<file path="config.mk">
export PLATFORM = sky130hd
export DESIGN_NAME = fuse_lock_bank
export DESIGN_NICKNAME = d
export VERILOG_FILES = /design/src/rtl/fuse_lock_pkg.sv /design/src/rtl/fuse_lock_regs.sv /design/src/rtl/fuse_lock_index.sv /design/src/rtl/fuse_lock_gate.sv /design/src/rtl/fuse_lock_bank.sv
export SDC_FILE = /design/constraint.sdc
export NUM_CORES = 1
export LEC_CHECK = 0
export BUFFER_PORTS_ARGS = -buffer_cell sky130_fd_sc_hd__buf_2
export CELL_PAD_IN_SITES_DETAIL_PLACEMENT = 0
export CELL_PAD_IN_SITES_GLOBAL_PLACEMENT = 1
export CORE_MARGIN = 2
export CORE_UTILIZATION = 34
export CTS_CLUSTER_SIZE = 14
export DETAILED_ROUTE_END_ITERATION = 12
export HOLD_SLACK_MARGIN = 0.05
export PLACE_DENSITY = 0.72
export SLEW_MARGIN = 10
export SYNTH_ARGS = -nofsm -noshare
export SYNTH_HDL_FRONTEND = slang
export SYNTH_SLANG_ARGS = --single-unit
</file>
<file path="constraint.sdc">
create_clock -name clk -period 3.2 [get_ports clk]
set_clock_uncertainty 0.15 [all_clocks]
set_input_delay 0.64 -clock clk [delete_from_list [all_inputs] [get_ports clk]]
set_output_delay 0.64 -clock clk [all_outputs]
set_load 0.01 [all_outputs]
</file>
<file path="src/rtl/fuse_lock_pkg.sv">
package fuse_lock_pkg;

    typedef enum logic [1:0] {
        OP_SHADOW_RD = 2'd0,
        OP_SHADOW_WR = 2'd1,
        OP_PROGRAM   = 2'd2,
        OP_DEBUG_CFG = 2'd3
    } fl_op_e;

    // register groups, selected by address bits [7:4]
    localparam logic [3:0] GRP_RD   = 4'h0;
    localparam logic [3:0] GRP_WR   = 4'h1;
    localparam logic [3:0] GRP_PG   = 4'h2;
    localparam logic [3:0] GRP_PERM = 4'h3;
    localparam logic [3:0] GRP_CTRL = 4'h4;
    localparam logic [3:0] GRP_NS   = 4'h5;

    // bit positions in the global lock register
    localparam int GL_UPPER_BIT = 0;
    localparam int GL_DEBUG_BIT = 2;
    localparam int GL_PROG_BIT  = 4;

    typedef struct packed {
        logic upper;
        logic debug;
        logic prog;
    } fl_glob_t;

endpackage

</file>
<file path="src/rtl/fuse_lock_regs.sv">
module fuse_lock_regs
    import fuse_lock_pkg::*;
#(
    parameter int NUM_WORDS  = 96,
    parameter int UPPER_BASE = 32
) (
    input  logic                              clk,
    input  logic                              rst_n,
    input  logic                              wen,
    input  logic [7:0]                        addr,
    input  logic [31:0]                       wdata,
    input  logic                              secure,
    input  logic [NUM_WORDS-1:0]              perm_i,
    output logic [31:0]                       rdata,
    output logic [NUM_WORDS-1:0]              rd_map,
    output logic [NUM_WORDS-1:0]              wr_map,
    output logic [NUM_WORDS-1:0]              pg_map,
    output logic [NUM_WORDS-UPPER_BASE-1:0]   ns_map,
    output fl_glob_t                          glob
);
    localparam int BANKS     = (NUM_WORDS + 31) / 32;
    localparam int NUM_UPPER = NUM_WORDS - UPPER_BASE;
    localparam int NS_BANKS  = (NUM_UPPER + 31) / 32;
    localparam int MAP_W     = BANKS * 32;
    localparam int NS_W      = NS_BANKS * 32;
    localparam logic [MAP_W-1:0] MAP_MASK = {MAP_W{1'b1}} >> (MAP_W - NUM_WORDS);
    localparam logic [NS_W-1:0]  NS_MASK  = {NS_W{1'b1}} >> (NS_W - NUM_UPPER);

    typedef struct packed {
        logic [MAP_W-1:0] rd;
        logic [MAP_W-1:0] wr;
        logic [MAP_W-1:0] pg;
        logic [NS_W-1:0]  ns;
        fl_glob_t         gl;
        logic             done;
    } state_t;

    state_t s_d, s_q;

    logic [3:0]       grp;
    logic [1:0]       slot;
    logic [MAP_W-1:0] perm_pad;
    logic             unused_addr;

    assign grp         = addr[7:4];
    assign slot        = addr[3:2];
    assign unused_addr = ^addr[1:0];
    assign perm_pad    = MAP_W'(perm_i);

    // next state: write-one-to-set, nothing ever clears
    always_comb begin
        s_d = s_q;
        if (wen) begin
            for (int b = 0; b < BANKS; b++) begin
                if (slot == 2'(b)) begin
                    if (grp == GRP_RD) s_d.rd[b*32 +: 32] = s_q.rd[b*32 +: 32] | wdata;
                    if (grp == GRP_WR) s_d.wr[b*32 +: 32] = s_q.wr[b*32 +: 32] | wdata;
                    if (grp == GRP_PG) s_d.pg[b*32 +: 32] = s_q.pg[b*32 +: 32] | wdata;
                end
            end
            for (int b = 0; b < NS_BANKS; b++) begin
                if (grp == GRP_NS && slot == 2'(b) && secure && !s_q.done)
                    s_d.ns[b*32 +: 32] = s_q.ns[b*32 +: 32] | wdata;
            end
            if (grp == GRP_CTRL && slot == 2'd0) begin
                s_d.gl.upper = s_q.gl.upper | wdata[GL_UPPER_BIT];
                s_d.gl.debug = s_q.gl.debug | wdata[GL_DEBUG_BIT];
                s_d.gl.prog  = s_q.gl.prog  | wdata[GL_PROG_BIT];
            end
            if (grp == GRP_CTRL && slot == 2'd1 && secure)
                s_d.done = s_q.done | wdata[0];
        end
        s_d.rd = s_d.rd & MAP_MASK;
        s_d.wr = s_d.wr & MAP_MASK;
        s_d.pg = s_d.pg & MAP_MASK;
        s_d.ns = s_d.ns & NS_MASK;
    end

    always_ff @(posedge clk or negedge rst_n) begin
        if (!rst_n) s_q <= '0;
        else        s_q <= s_d;
    end

    // read mux
    always_comb begin
        rdata = '0;
        case (grp)
            GRP_RD, GRP_WR, GRP_PG, GRP_PERM: begin
                for (int b = 0; b < BANKS; b++) begin
                    if (slot == 2'(b)) begin
                        case (grp)
                            GRP_RD:  rdata = s_q.rd[b*32 +: 32];
                            GRP_WR:  rdata = s_q.wr[b*32 +: 32];
                            GRP_PG:  rdata = s_q.pg[b*32 +: 32];
                            default: rdata = perm_pad[b*32 +: 32];
                        endcase
                    end
                end
            end
            GRP_CTRL: begin
                if (slot == 2'd0) begin
                    rdata[GL_UPPER_BIT] = s_q.gl.upper;
                    rdata[GL_DEBUG_BIT] = s_q.gl.debug;
                    rdata[GL_PROG_BIT]  = s_q.gl.prog;
                end else if (slot == 2'd1) begin
                    rdata[0] = s_q.done;
                end
            end
            GRP_NS: begin
                for (int b = 0; b < NS_BANKS; b++)
                    if (slot == 2'(b)) rdata = s_q.ns[b*32 +: 32];
            end
            default: rdata = '0;
        endcase
    end

    assign rd_map = s_q.rd[NUM_WORDS-1:0];
    assign wr_map = s_q.wr[NUM_WORDS-1:0];
    assign pg_map = s_q.pg[NUM_WORDS-1:0];
    assign ns_map = s_q.ns[NUM_UPPER-1:0];
    assign glob   = s_q.gl;

    AST_RD_STICKY: assert property (@(posedge clk) disable iff (!rst_n)
        ($past(s_q.rd) & ~s_q.rd) == '0);
    AST_WR_STICKY: assert property (@(posedge clk) disable iff (!rst_n)
        ($past(s_q.wr) & ~s_q.wr) == '0);
    AST_PG_STICKY: assert property (@(posedge clk) disable iff (!rst_n)
        ($past(s_q.pg) & ~s_q.pg) == '0);
    AST_GRANT_FROZEN: assert property (@(posedge clk) disable iff (!rst_n)
        s_q.done |=> $stable(s_q.ns));
    AST_GRANT_NS_WRITE: assert property (@(posedge clk) disable iff (!rst_n)
        (wen && !secure) |=> $stable(s_q.ns));
    AST_DONE_STICKY: assert property (@(posedge clk) disable iff (!rst_n)
        s_q.done |=> s_q.done);

endmodule

</file>
<file path="src/rtl/fuse_lock_index.sv">
module fuse_lock_index #(
    parameter int NUM_WORDS  = 96,
    parameter int UPPER_BASE = 32,
    parameter int IDX_W      = 8
) (
    input  logic [IDX_W-1:0]                          idx,
    output logic                                      in_range,
    output logic                                      is_upper,
    output logic [$clog2(NUM_WORDS)-1:0]              word_idx,
    output logic [$clog2(NUM_WORDS-UPPER_BASE)-1:0]   up_idx
);
    localparam int MAX_INDEX = NUM_WORDS - 1;
    localparam int WORD_W    = $clog2(NUM_WORDS);
    localparam int UP_W      = $clog2(NUM_WORDS - UPPER_BASE);

    logic [IDX_W-1:0] up_off;

    assign in_range = idx <= IDX_W'(MAX_INDEX);
    assign is_upper = in_range && (idx >= IDX_W'(UPPER_BASE));
    assign up_off   = idx - IDX_W'(UPPER_BASE);
    // bank = idx >> 5, bit = idx & 31 : flat position bank*32 + bit
    assign word_idx = in_range ? WORD_W'(idx) : '0;
    assign up_idx   = is_upper ? UP_W'(up_off) : '0;

endmodule

</file>
<file path="src/rtl/fuse_lock_gate.sv">
module fuse_lock_gate
    import fuse_lock_pkg::*;
(
    input  logic     valid,
    input  fl_op_e   op,
    input  logic     secure,
    input  logic     in_range,
    input  logic     is_upper,
    input  logic     rd_hit,
    input  logic     wr_hit,
    input  logic     pg_hit,
    input  logic     perm_hit,
    input  logic     ns_open,
    input  fl_glob_t glob,
    output logic     grant,
    output logic     deny
);
    logic blocked;

    always_comb begin
        blocked = 1'b0;
        if (op == OP_DEBUG_CFG) begin
            blocked = glob.debug;
        end else if (!in_range) begin
            blocked = 1'b1;
        end else begin
            if (!secure && is_upper && !ns_open) blocked = 1'b1;
            case (op)
                OP_SHADOW_RD: if (rd_hit) blocked = 1'b1;
                OP_SHADOW_WR: if (wr_hit) blocked = 1'b1;
                OP_PROGRAM:   if (pg_hit || perm_hit || glob.prog || (glob.upper && is_upper))
                                  blocked = 1'b1;
                default:      blocked = blocked;
            endcase
        end
    end

    assign deny  = valid &  blocked;
    assign grant = valid & ~blocked;

endmodule

</file>
<file path="src/rtl/fuse_lock_bank.sv">
module fuse_lock_bank
    import fuse_lock_pkg::*;
#(
    parameter int NUM_WORDS  = 96,
    parameter int UPPER_BASE = 32,
    parameter int IDX_W      = 8
) (
    input  logic                 clk,
    input  logic                 rst_n,
    input  logic                 reg_wen,
    input  logic [7:0]           reg_addr,
    input  logic [31:0]          reg_wdata,
    input  logic                 reg_secure,
    output logic [31:0]          reg_rdata,
    input  logic [NUM_WORDS-1:0] perm_lock_i,
    input  logic                 chk_valid,
    input  logic [IDX_W-1:0]     chk_index,
    input  logic [1:0]           chk_op,
    input  logic                 chk_secure,
    output logic                 chk_grant,
    output logic                 chk_deny
);
    localparam int NUM_UPPER = NUM_WORDS - UPPER_BASE;
    localparam int WORD_W    = $clog2(NUM_WORDS);
    localparam int UP_W      = $clog2(NUM_UPPER);
    localparam int MAX_INDEX = NUM_WORDS - 1;

    logic [NUM_WORDS-1:0] rd_map, wr_map, pg_map;
    logic [NUM_UPPER-1:0] ns_map;
    fl_glob_t             glob;
    logic                 in_range, is_upper;
    logic [WORD_W-1:0]    word_idx;
    logic [UP_W-1:0]      up_idx;
    fl_op_e               op;

    assign op = fl_op_e'(chk_op);

    fuse_lock_regs #(.NUM_WORDS(NUM_WORDS), .UPPER_BASE(UPPER_BASE)) regs_i (
        .clk    (clk),
        .rst_n  (rst_n),
        .wen    (reg_wen),
        .addr   (reg_addr),
        .wdata  (reg_wdata),
        .secure (reg_secure),
        .perm_i (perm_lock_i),
        .rdata  (reg_rdata),
        .rd_map (rd_map),
        .wr_map (wr_map),
        .pg_map (pg_map),
        .ns_map (ns_map),
        .glob   (glob)
    );

    fuse_lock_index #(.NUM_WORDS(NUM_WORDS), .UPPER_BASE(UPPER_BASE), .IDX_W(IDX_W)) index_i (
        .idx      (chk_index),
        .in_range (in_range),
        .is_upper (is_upper),
        .word_idx (word_idx),
        .up_idx   (up_idx)
    );

    fuse_lock_gate gate_i (
        .valid    (chk_valid),
        .op       (op),
        .secure   (chk_secure),
        .in_range (in_range),
        .is_upper (is_upper),
        .rd_hit   (rd_map[word_idx]),
        .wr_hit   (wr_map[word_idx]),
        .pg_hit   (pg_map[word_idx]),
        .perm_hit (perm_lock_i[word_idx]),
        .ns_open  (ns_map[up_idx]),
        .glob     (glob),
        .grant    (chk_grant),
        .deny     (chk_deny)
    );

    AST_RANGE_DENY: assert property (@(posedge clk) disable iff (!rst_n)
        (chk_valid && op != OP_DEBUG_CFG && chk_index > IDX_W'(MAX_INDEX)) |-> chk_deny);
    AST_GLOBAL_PROG: assert property (@(posedge clk) disable iff (!rst_n)
        (chk_valid && op == OP_PROGRAM && glob.prog) |-> chk_deny);
    AST_NS_UPPER: assert property (@(posedge clk) disable iff (!rst_n)
        (chk_valid && !chk_secure && op != OP_DEBUG_CFG && chk_index >= IDX_W'(UPPER_BASE)
         && chk_index <= IDX_W'(MAX_INDEX) && !ns_map[up_idx]) |-> chk_deny);
    AST_ONE_RESPONSE: assert property (@(posedge clk) disable iff (!rst_n)
        chk_valid |-> $onehot({chk_grant, chk_deny}));
    AST_IDLE_QUIET: assert property (@(posedge clk) disable iff (!rst_n)
        !chk_valid |-> !(chk_grant || chk_deny));

endmodule

</file>
==> summary.md, run 1 <==
| Metric | Value |
|---|---|
| Synthesized net count | `roughly 2200` |
| Slowest library cell on the worst path | `o31ai_2` |
| Initial DRC count | `2558` |
| # DRC | `0` |
| Drt via density | `roughly 6.5` |
| # setup viols final | `24` |
| Failing checks | `setup timing` |
| Mapped Avg Cell Area | `about 10 sq um` |
| Ys Warns | `0` |
| Delay-heaviest family, CP | `compound AO/OA/AOI/OAI gates` |
| Leak | `15.0 nW` |
| Worst path arrival time | `3.14 ns` |
| First-pass GRT wire length | `153000 um` |
| Hold slack | `between 0.2 and 0.25 ns` |
| Post-place setup slack | `-1.01 ns` |
| Gr usage total | `0.354` |
| Hold Crit Class | `in -> reg` |
| WL per Instance | `roughly 33 um` |
| Synth Cell Area | `between 0.02 and 0.025 sq mm` |
| Post-synthesis cell type count | `80` |
| RSZ-0062 raised after global routing | `yes` |
| #FFs+latches synth | `between 300 and 400` |
| Post-route worst setup slack | `-0.732 ns` |
| Least-Margin Pin Slew | `between 0.6 and 0.7 ns` |
| Grt total ovfl | `0` |
| IO Pins | `about 190` |
| Most area-consuming cells after synthesis | `dfrtp_1, a21o_1, mux2i_1` |
| Crit path kind | `in -> out` |
| Crit path capture type | `output pin` |
| Clock Pin Slew Worst Setup and Hold Paths | `~0.060 ns` |
| TritonCTS clock tree | `yes` |
| Inserted Clock Buffers | `41` |
| Clock Path Buffers | `3` |
| Drt total wl | `110000 um` |
| Max Cap Violations | `0` |
| Initial core utilization | `0.345` |
| Final Hold Fails | `0` |
| Largest net degree at the start of global routing | `72` |
| Clk Latency, worst-skew pair | `0.57 ns` |
| CTS Root Cell | `clkbuf_16` |
| Core area | `0.0580 sq mm` |
| Layout cell share with drive strength beyond 1 | `0.386` |
| Critical path launch point type | `primary input` |
| Synth area leader | `dfrtp_1` |
| Site Rows | `88` |
| Share of the synthesized area in the top cell type | `0.445` |
| Max-slew violations | `0` |
| P&R area growth vs syn | `41.3%` |
| Placer Congestion | `1.03` |
| Post-route clock period utilization | `1.23` |
| First-pass DRT Iterations | `7` |
| Commonest cells after routing, fill and taps aside | `dfrtp_1, a21o_1, buf_4` |
| Die Span Y | `around 250 um` |
| Slew margin rel. | `0.542` |
| Crit path cell chain | `buf_4 > inv_4 > buf_4 > a21oi_4 > buf_12 > o22ai_2 > o31ai_2 > o22ai_2 > o311a_1 > a211o_1 > a31oi_4 > buf_6` |
| Die W | `roughly 250 um` |
| Sink Count | `about 360` |
| PortBufs | `about 180` |
| Vias | `about 21000` |
| Post-synth ARST share | `1.00` |
| Vias in the first global route | `roughly 21000` |
| Pwr Density | `slightly below 500 mW/mm^2` |
| Max FO, Critical Path | `7` |
| # H-tree levels | `2` |
| Register area share after synthesis | `0.445` |
| Full die area | `a little over 0.06 sq mm` |
| Ys flop type | `dfrtp_1` |
| Hpwl dp | `between 80000 and 90000 um` |
| EDFF count, synth | `0` |
| Critical Path Max Stage Delay | `0.40 ns` |
| Antenna violations before repair | `3` |
| Max Clock Freq | `around 250 MHz` |
| Nets@finish | `2660` |
| Period minus WS final | `roughly 3.9 ns` |
| Antenna diodes | `0` |
| Crit path buf inv count | `5` |
| Commonest non-fill, non-tap cell in the layout | `dfrtp_1` |
| Status | `finished, violations left` |
| VDD IR max | `0.335 mV` |
| ANT nets after route | `0` |
| Syn Inst Count | `between 2000 and 2500` |
| Critical Path RT | `2.41 ns` |
routing by layer:
metal	up-vias	share of wire	GRT usage
met3	327	0.11	0.0836
met5	-	0.00013	0
met2	1598	0.43	0.521
met1	10900	0.42	0.501
li1	8605	-	-
met4	2	0.047	0.141
flip-flops by register name (all words and copies together), names as in the netlist:
signal         cells
regs_i.glob        3
regs_i.pg_map     96
regs_i.ns_map     64
regs_i.s_q         1
regs_i.wr_map     96
regs_i.rd_map     96
per-stage QoR:
| stage | utilization | instances | TNS (ns) | cell area (sq um) | total power, W |
|---|---|---|---|---|---|
| floorplan | - | 2012 | -0.354 | 20100 | 0.00684 |
| global placement | 0.426 | 3168 | -10.10 | 24700 | 0.00846 |
| detailed placement | 0.426 | 3168 | -10.49 | 24700 | 0.00850 |
| CTS | 0.472 | 3271 | -2.04 | 27400 | 0.0138 |
| global route | 0.488 | 3297 | -4.29 | 28300 | 0.0144 |
| finish | 0.488 | 3297 | -2.82 | 28300 | 0.0140 |
worst register-to-register path: cells and delay by family (launching register included):
family                 cells  cell delay [ns]
DFF                        1             0.42
and+or+nand+nor            1             0.33
AOI/OAI and AO/OA          1             0.18
buffers and inverters      1             0.24
worst paths after layout:
path	from	to	slack, ns	depth (start not counted)
min in group asynchronous	rst_n	regs_i.ns_map[54]$_DFFE_PN0P_	0.51	2
hold / removal	reg_secure	regs_i.s_q[0]$_DFFE_PN0P_	0.21	2
setup reg to reg	regs_i.s_q[0]$_DFFE_PN0P_	regs_i.ns_map[4]$_DFFE_PN0P_	1.82	3
setup / recovery	chk_index[1]	chk_deny	-0.73	12
hold reg to reg	regs_i.pg_map[48]$_DFFE_PN0P_	regs_i.pg_map[48]$_DFFE_PN0P_	0.33	1
max in group asynchronous	rst_n	regs_i.ns_map[7]$_DFFE_PN0P_	1.51	3
synth_stat cells, drive strengths merged, types with 13 or more instances:
library cell  count
dfrtp           356
a21o            355
clkbuf          142
o21ai           130
nand2           119
nor2            117
a21oi            97
mux2i            89
a22oi            85
buf              63
o22ai            37
a211oi           36
mux2             33
a221oi           30
mux4             28
o211ai           25
a31oi            18
and2             18
inv              18
and3             16
nand3            16
a32oi            14
nor3             13
timing repair:
action,CTS,global route
resized for setup,232,162
setup endpoints to repair,34,34
hold endpoints to repair,63,0
hold buffers,1,0
pin swaps,81,137
cloned,5,3
buffers inserted,36,30
cell type report:
type / count / area [sq um]
Timing Repair Buffer: 655 / 5760
Fill cell: 5399 / 29700
Clock buffer: 52 / 1150
Multi-Input combinational cell: 1433 / 11200
Sequential cell: 356 / 8910
Clock inverter: 18 / 250
Inverter: 18 / 75.1
Tap cell: 765 / 957
cell families after synthesis:
family / after synthesis / share of synthesized area
XOR/XNOR: 2 / 0.000875
adder cells (fa/ha/maj): 3 / 0.00187
flip-flops: 356 / 0.445
multiplexers: 150 / 0.0945
AND/OR/NAND/NOR: 350 / 0.0818
AO/OA/AOI/OAI: 928 / 0.328
buffers and inverters: 223 / 0.0482
power by group:
part           leakage (nW)  switching [W]  internal (W)
clock network         0.693        0.00204       0.00302
registers              4.68       0.000673       0.00504
logic                  9.62        0.00171       0.00150
total                  15.0        0.00442       0.00956
Power figures use the tool's default switching activity.
==> run 2, diff against run 1 <==
BUFFER_PORTS_ARGS = unset   (was -buffer_cell sky130_fd_sc_hd__buf_2)
DONT_BUFFER_PORTS = 1   (was unset)
PLACE_DENSITY = 0.68   (was 0.72)
==> run 2 against run 1 <==
The flow finishes with violations (hold timing, setup timing). Critical path depth is 3 lower. Flip-flop and latch count stayed put. Combinational power is 29% lower. Sequential share of layout area is 4.7 points higher. Cell count is 11% lower. Critical path type unchanged.
==> summary.md, run 2 (same netlist as run 1, synthesis figures left out) <==
| Metric | Value |
|---|---|
| Status | `finished, violations left` |
| Failing checks | `hold timing, setup timing` |
| Met1 usage | `0.434 (-0.0669)` |
| Drt via density | `6.60 (+1.5%)` |
| Placer Congestion | `1.01 (-2.1%)` |
| PortBufs | `0 (-100%)` |
| IO Pins | `186 (unchanged)` |
| Hold slack | `-0.369 ns (-0.581 ns)` |
| Sw Pwr | `0.00381 W (-14%)` |
| Placed insts | `2819 (-11%)` |
| Full die area | `0.0609 sq mm (unchanged)` |
| # DRC | `0 (unchanged)` |
| Least-Margin Pin Slew | `0.921 ns (+0.234 ns)` |
| R2R setup slack | `1.86 ns (+0.04 ns)` |
| RSZ-0062 raised after global routing | `yes` |
| Critical Path RT | `2.41 ns (about the same)` |
| Layout cell share with drive strength beyond 1 | `0.213 (-0.173)` |
| # setup viols final | `3 (-88%)` |
| Largest net degree at the start of global routing | `357 (+400%)` |
| Crit path kind | `in -> out` |
| Pwr Density | `532 mW/mm^2 (+7.7%)` |
| Multi-input gate area | `0.0105 sq mm (-6.4%)` |
| Clock Pin Slew Worst Setup and Hold Paths | `0.06 ns (about the same)` |
| Gr usage total | `0.325 (-0.0287)` |
| Inserted Clock Buffers | `42 (+2.4%)` |
| Crit path cell chain | `a21o_4 > nor2_4 > buf_4 > o221ai_1 > o21ai_0 > o211ai_1 > a311o_1 > a211o_1 > a31oi_4` |
| Max Clock Freq | `262 MHz (+3.0%)` |
| Commonest cells after routing, fill and taps aside | `dfrtp_1, a21o_1, buf_4` |
| Grt total ovfl | `0 (unchanged)` |
| Worst reg2reg path endpoint | `regs_i.ns_map[49]$_DFFE_PN0P_` |
| Antenna violations before repair | `14 (+11)` |
| Critical Path Max Stage Delay | `0.37 ns (-0.03 ns)` |
| Clock Path Buffers | `3 (unchanged)` |
| Post-CTS Hold Buffers | `32 (+31)` |
| Post-DP Area | `0.0223 sq mm (-9.8%)` |
| Site Rows | `88 (unchanged)` |
| ANT nets after route | `0 (unchanged)` |
| Vias | `19500 (-9.2%)` |
| Seq pwr share | `0.432 (+0.023)` |
| GR met2 Demand/Resource | `0.461 (-0.0592)` |
| TritonCTS clock tree | `yes` |
| Pint | `0.00929 W (-2.8%)` |
| Max-slew violations | `0 (unchanged)` |
| Met3 GRT Util | `0.136 (+0.0521)` |
| Commonest non-fill, non-tap cell in the layout | `dfrtp_1` |
| Nets@finish | `2305 (-13%)` |
| Clk Latency, worst-skew pair | `0.57 ns (about the same)` |
| Slew margin rel. | `0.386 (-0.156)` |
| FF+latch area | `0.00891 sq mm (unchanged)` |
| VDD IR max | `0.321 mV (-4.2%)` |
| Period minus WS final | `3.82 ns (-0.114 ns)` |
| Leak | `13.0 nW (-13%)` |
| Die W | `247 um (unchanged)` |
| Final Cell Area | `0.0246 sq mm (-13%)` |
| Hpwl dp | `70600 um (-13%)` |
| Hold Crit Class | `in -> async` |
| Critical path launch point type | `primary input` |
| # H-tree levels | `2 (unchanged)` |
| P&R area growth vs syn | `22.9%` |
| Die Span Y | `247 um (unchanged)` |
| Switch share | `0.291 (-0.0259)` |
| Combinational share of power | `0.174 (-0.055)` |
| Initial core utilization | `0.345 (unchanged)` |
| Reg2Reg Depth | `4 (+1)` |
| Filler cell count | `5607 (+3.9%)` |
| CTS Root Cell | `clkbuf_16` |
| Max Cap Violations | `0 (unchanged)` |
| Final Hold Fails | `356 (+356)` |
| Drt total wl | `100000 um (-8.7%)` |
| First-pass DRT Iterations | `6 (-1)` |
| Slowest library cell on the worst path | `a311o_1` |
| Fin cells | `2950 (-11%)` |
| Post-route clock period utilization | `1.19 (-0.0356)` |
| Post-place setup slack | `-0.759 ns (+0.250 ns)` |
| Post-route worst setup slack | `-0.618 ns (+0.114 ns)` |
| Sink Count | `356 (unchanged)` |
| Reg-to-reg startpoint | `regs_i.s_q[0]$_DFFE_PN0P_` |
| Initial DRC count | `2862 (+12%)` |
| Vias in the first global route | `19100 (-7.7%)` |
| Clock network power share | `0.394 (+0.032)` |
| Worst path arrival time | `3.03 ns (-0.11 ns)` |
| First-pass GRT wire length | `142000 um (-7.5%)` |
| GRT Max-Usage Layer | `met2` |
| Core area | `0.0580 sq mm (unchanged)` |
| Max FO, Critical Path | `10 (+3)` |
| WL per Instance | `33.9 um (+2.1%)` |
| Crit path capture type | `output pin` |
## run 2: worst max-delay path by stage
stage                                  start       end  slack, ns
2_1_floorplan                   chk_index[6]  chk_deny      -0.19
3_3_place_gp                    chk_index[5]  chk_deny      -0.76
3_5_place_dp                    chk_index[5]  chk_deny      -0.76
4_1_cts        regs_i.pg_map[12]$_DFFE_PN0P_  chk_deny      -0.50
5_1_grt        regs_i.ns_map[20]$_DFFE_PN0P_  chk_deny      -0.59
6_report                        chk_index[6]  chk_deny      -0.62
## run 2: power by group through the flow
stage | logic, W | clock network (W) | registers [W]
6_report | 0.00228 | 0.00516 | 0.00566
2_1_floorplan | 0.00140 | 0 | 0.00543
3_3_place_gp | 0.00196 | 0 | 0.00568
5_1_grt | 0.00240 | 0.00539 | 0.00568
3_5_place_dp | 0.00199 | 0 | 0.00569
4_1_cts | 0.00218 | 0.00521 | 0.00562
## run 2: what timing repair did
action | 4_1_cts | 5_1_grt
pin swaps | 13 | 12
resized for setup | 34 | 45
buffers inserted | 6 | 14
setup endpoints to repair | 19 | 31
hold endpoints to repair | 711 | 356
## run 2: final cells by class
type                       count  share of cell area
clock inverter                13             0.00788
antenna                        5            0.000508
multi-input combinational   1433               0.426
tap                          765              0.0389
clock buffer                  61              0.0514
inverter                      18             0.00274
sequential                   356               0.362
timing repair buffer         299               0.110
## run 2: metrics by stage
stage / power [W] / util / setup TNS (ns)
after CTS: 0.0130 / 0.419 / -0.999
after global routing: 0.0135 / 0.424 / -1.22
after global placement: 0.00764 / 0.384 / -2.48
final: 0.0131 / 0.424 / -1.22
after floorplan: 0.00684 / - / -0.354
after detailed placement: 0.00768 / 0.384 / -2.58
## run 2: routing by layer
layer / up-vias / wire length (um)
met2: 1439 / 41100
li1: 7903 / -
met4: 10 / 4540
met3: 285 / 14700
met1: 9834 / 39800
met5: - / 67
## run 2: critical path, delay by kind of cell
| family | cells | cell delay [ns] |
|---|---|---|
| simple gates | 1 | 0.24 |
| buf+inv | 1 | 0.26 |
| compound gates | 7 | 1.88 |
==> run 3, diff against run 2 <==
ABC_AREA = 1   (was unset)
PLACE_DENSITY = 0.71   (was 0.68)
==> run 3 against run 2 <==
Critical endpoint is now chk_grant. Non-clock buffer count increased by 32. Critical path depth increased by 7. The run still ends with hold timing, setup timing left. Clock power increased by 4%. Sequential power decreased by 17%. Setup slack improved by 0.22 ns. Count of clock-buffer cells in the layout increased by 2.
==> summary.md, run 3 <==
| Metric | Value |
|---|---|
| Status | `finished, violations left` |
| Failing checks | `hold timing, setup timing` |
| Inserted Clock Buffers | `43 (+2.4%)` |
| Final Hold Fails | `356 (unchanged)` |
| Worst path arrival time | `2.81 ns (-0.22 ns)` |
| Multi-input gate area | `0.0103 sq mm (-1.8%)` |
| Site Rows | `88 (unchanged)` |
| FF+latch area | `0.00891 sq mm (unchanged)` |
| Post-Synth Simple-Gate Area | `0.149 (+0.0672)` |
| Core Util, Final | `0.469 (+0.0452)` |
| Max-slew violations | `0 (unchanged)` |
| Die Span Y | `245 um (-0.78%)` |
| Largest net degree at the start of global routing | `357 (unchanged)` |
| Critical Path RT | `2.41 ns (about the same)` |
| P&R area growth vs syn | `36.9%` |
| Filler cell count | `5523 (-1.5%)` |
| Nets@finish | `2871 (+25%)` |
| Vias in the first global route | `20600 (+7.9%)` |
| Full die area | `0.0599 sq mm (-1.6%)` |
| PortBufs | `0 (unchanged)` |
| Clock Pin Slew Worst Setup and Hold Paths | `0.06 ns (about the same)` |
| Critical path launch point type | `primary input` |
| # setup viols final | `12 (+9)` |
| #FFs+latches synth | `356 (unchanged)` |
| Crit path cell chain | `a21oi_4 > buf_12 > nand2_8 > clkbuf_16 > buf_4 > o211ai_1 > nand3_1 > nand3_1 > nand3_1 > nand3_1 > nand2_2 > nand2_1 > a21oi_1 > nor2_1 > nand2_2 > a21oi_4` |
| Synth area leader | `dfrtp_1` |
| Commonest non-fill, non-tap cell in the layout | `inv_1` |
| Vias | `21300 (+9.5%)` |
| Clk Latency, worst-skew pair | `0.58 ns (about the same)` |
| Register area share after synthesis | `0.452 (+0.00717)` |
| Post-synth ARST share | `1.00 (unchanged)` |
| Most frequent cells after synthesis | `o21ai_0, inv_1, dfrtp_1` |
| Slowest library cell on the worst path | `o211ai_1` |
| Leak | `12.8 nW (-1.8%)` |
| Initial DRC count | `2564 (-10%)` |
| Commonest cells after routing, fill and taps aside | `inv_1, dfrtp_1, o21ai_0` |
| Max FO, Critical Path | `8 (-2)` |
| Die W | `245 um (-0.78%)` |
| Final Power | `0.0120 W (-8.7%)` |
| VDD IR max | `0.572 mV (+78%)` |
| CTS Root Cell | `clkbuf_16` |
| Crit path capture type | `output pin` |
| Seq pwr share | `0.393 (-0.039)` |
| Reg-to-reg startpoint | `regs_i.s_q[0]$_DFFE_PN0P_` |
| RSZ-0062 raised after global routing | `yes` |
| Drt total wl | `99400 um (-0.69%)` |
| Drt via density | `6.07 (-8.1%)` |
| Combinational share of power | `0.159 (-0.015)` |
| Ys flop type | `dfrtp_1` |
| Syn Inst Count | `2545 (+26%)` |
| Synthesized net count | `2700 (+25%)` |
| TritonCTS clock tree | `yes` |
| Initial core utilization | `0.343 (-0.00222)` |
| Clock network power share | `0.448 (+0.054)` |
| Worst reg2reg path endpoint | `regs_i.ns_map[33]$_DFFE_PN0P_` |
| Post-route clock period utilization | `1.13 (-0.0675)` |
| Hpwl dp | `67300 um (-4.6%)` |
| Layout cell share with drive strength beyond 1 | `0.244 (+0.0310)` |
| Antenna violations before repair | `3 (-11)` |
| Hold Crit Class | `in -> async` |
| Switch share | `0.278 (-0.0124)` |
| # DRC | `0 (unchanged)` |
| Synth Cell Area | `0.0197 sq mm (-1.6%)` |
| Delay-heaviest family, CP | `simple AND/OR/NAND/NOR gates` |
| ANT nets after route | `0 (unchanged)` |
| IO Pins | `186 (unchanged)` |
| Gr usage total | `0.321 (-0.00395)` |
| Reg2Reg Depth | `4 (unchanged)` |
| Grt total ovfl | `0 (unchanged)` |
| Adder-cell share of the synthesized area | `0.00190 (+0.0000302)` |
| Max Clock Freq | `278 MHz (+6.0%)` |
| Sw Pwr | `0.00333 W (-13%)` |
| Post-synthesis mux area share | `0 (-0.0945)` |
| Crit path buf inv count | `3 (+2)` |
| EDFF count, synth | `0 (unchanged)` |
| Pwr Density | `443 mW/mm^2 (-17%)` |
| CP most frequent cell | `nand3_1` |
| Mapped Avg Cell Area | `7.75 sq um (-22%)` |
| Sink Count | `356 (unchanged)` |
| # H-tree levels | `2 (unchanged)` |
| First-pass GRT wire length | `142000 um (+0.23%)` |
| Post-route worst setup slack | `-0.402 ns (+0.216 ns)` |
| Fin cells | `3514 (+19%)` |
| Placer Congestion | `0.957 (-4.8%)` |
| Post-synthesis compound-gate area fraction | `0.278 (-0.0502)` |
| Clock Path Buffers | `3 (unchanged)` |
| Post-synthesis cell type count | `41 (-49%)` |
| Largest family of logic cells by synthesized area | `compound AO/OA/AOI/OAI gates` |
| Pint | `0.00863 W (-7.1%)` |
| Ys Warns | `0 (unchanged)` |
| Most frequent cell after synthesis | `o21ai_0` |
| Post-DP Area | `0.0223 sq mm (about the same)` |
| Slew margin rel. | `0.294 (-0.0922)` |
| Share of the synthesized area in the top cell type | `0.452 (+0.00717)` |
| Post-synthesis share of cell area spent on xor and xnor gates | `0 (-0.000874)` |
| Core area | `0.0575 sq mm (-0.95%)` |
| WL per Instance | `28.3 um (-17%)` |
| Critical Path Max Stage Delay | `0.29 ns (-0.08 ns)` |
| Final Cell Area | `0.0270 sq mm (+9.6%)` |
| Crit path kind | `in -> out` |
| Max Cap Violations | `0 (unchanged)` |
| Placed insts | `3374 (+20%)` |
| Hold slack | `-0.375 ns (-0.00600 ns)` |
| First-pass DRT Iterations | `6 (unchanged)` |
| Least-Margin Pin Slew | `1.06 ns (+0.138 ns)` |
| R2R setup slack | `1.91 ns (+0.05 ns)` |
| Period minus WS final | `3.60 ns (-0.216 ns)` |
| Most area-consuming cells after synthesis | `dfrtp_1, o21ai_0, inv_1` |
==> run 3: timing repair <==
action | CTS | global route
resized for setup | 317 | 197
endpoints found under the hold margin | 356 | 356
pin swaps | 67 | 113
endpoints found under the setup margin | 34 | 33
setup buffers | 47 | 22
cloned | 8 | 8
==> run 3: power groups by stage <==
stage	combinational (W)	clock [W]	sequential, W
floorplan	0.000783	0	0.00473
finish	0.00191	0.00535	0.00470
global placement	0.00148	0	0.00476
CTS	0.00172	0.00537	0.00469
global route	0.00198	0.00556	0.00471
detailed placement	0.00148	0	0.00476
==> run 3: how the worst max path moves through the flow <==
stage / start / end / slack, ns / cells past startpoint
after detailed placement: chk_index[7] / chk_grant / -0.67 / 18
after global routing: chk_index[5] / chk_grant / -0.45 / 18
after global placement: chk_index[7] / chk_grant / -0.71 / 18
final: chk_index[5] / chk_grant / -0.40 / 16
after CTS: chk_index[6] / chk_deny / -0.29 / 19
after floorplan: chk_index[0] / chk_grant / 0.1 / 17
==> run 3: kinds of logic (layout without fill, tap and decap cells) <==
group / Yosys count / in the layout
compound gates: 888 / 888
fa+ha+maj: 3 / 3
buf+inv: 603 / 805
flops: 356 / 356
other cells: 0 / 2
simple gates: 695 / 695
==> run 3: cell type report <==
type	instances	area share
Inverter	398	0.0574
Tap cell	765	0.0355
Clock inverter	13	0.00900
Sequential cell	356	0.330
Multi-Input combinational cell	1586	0.382
Antenna cell	2	0.000186
Timing Repair Buffer	331	0.140
Clock buffer	63	0.0465
==> run 3: worst reg2reg max path: cells and delay by family (launching register included) <==
family,cells,cell delay [ns]
AO/OA/AOI/OAI,1,0.21
buffers and inverters,2,0.35
flip-flops,1,0.38
AND/OR/NAND/NOR,1,0.11
==> run 3: metal layers <==
layer,track usage,share of wire,up-vias
met2,0.501,0.45,1319
met1,0.421,0.39,10600
met3,0.0771,0.11,289
li1,-,-,9076
met4,0.150,0.056,0
met5,0,0,-
==> run 3: stage by stage <==
| stage | setup WS, ns | setup TNS, ns |
|---|---|---|
| floorplan | 0.0991 | 0 |
| finish | -0.402 | -1.27 |
| global route | -0.451 | -2.20 |
| global placement | -0.708 | -9.02 |
| CTS | -0.290 | -2.34 |
| detailed placement | -0.670 | -9.27 |
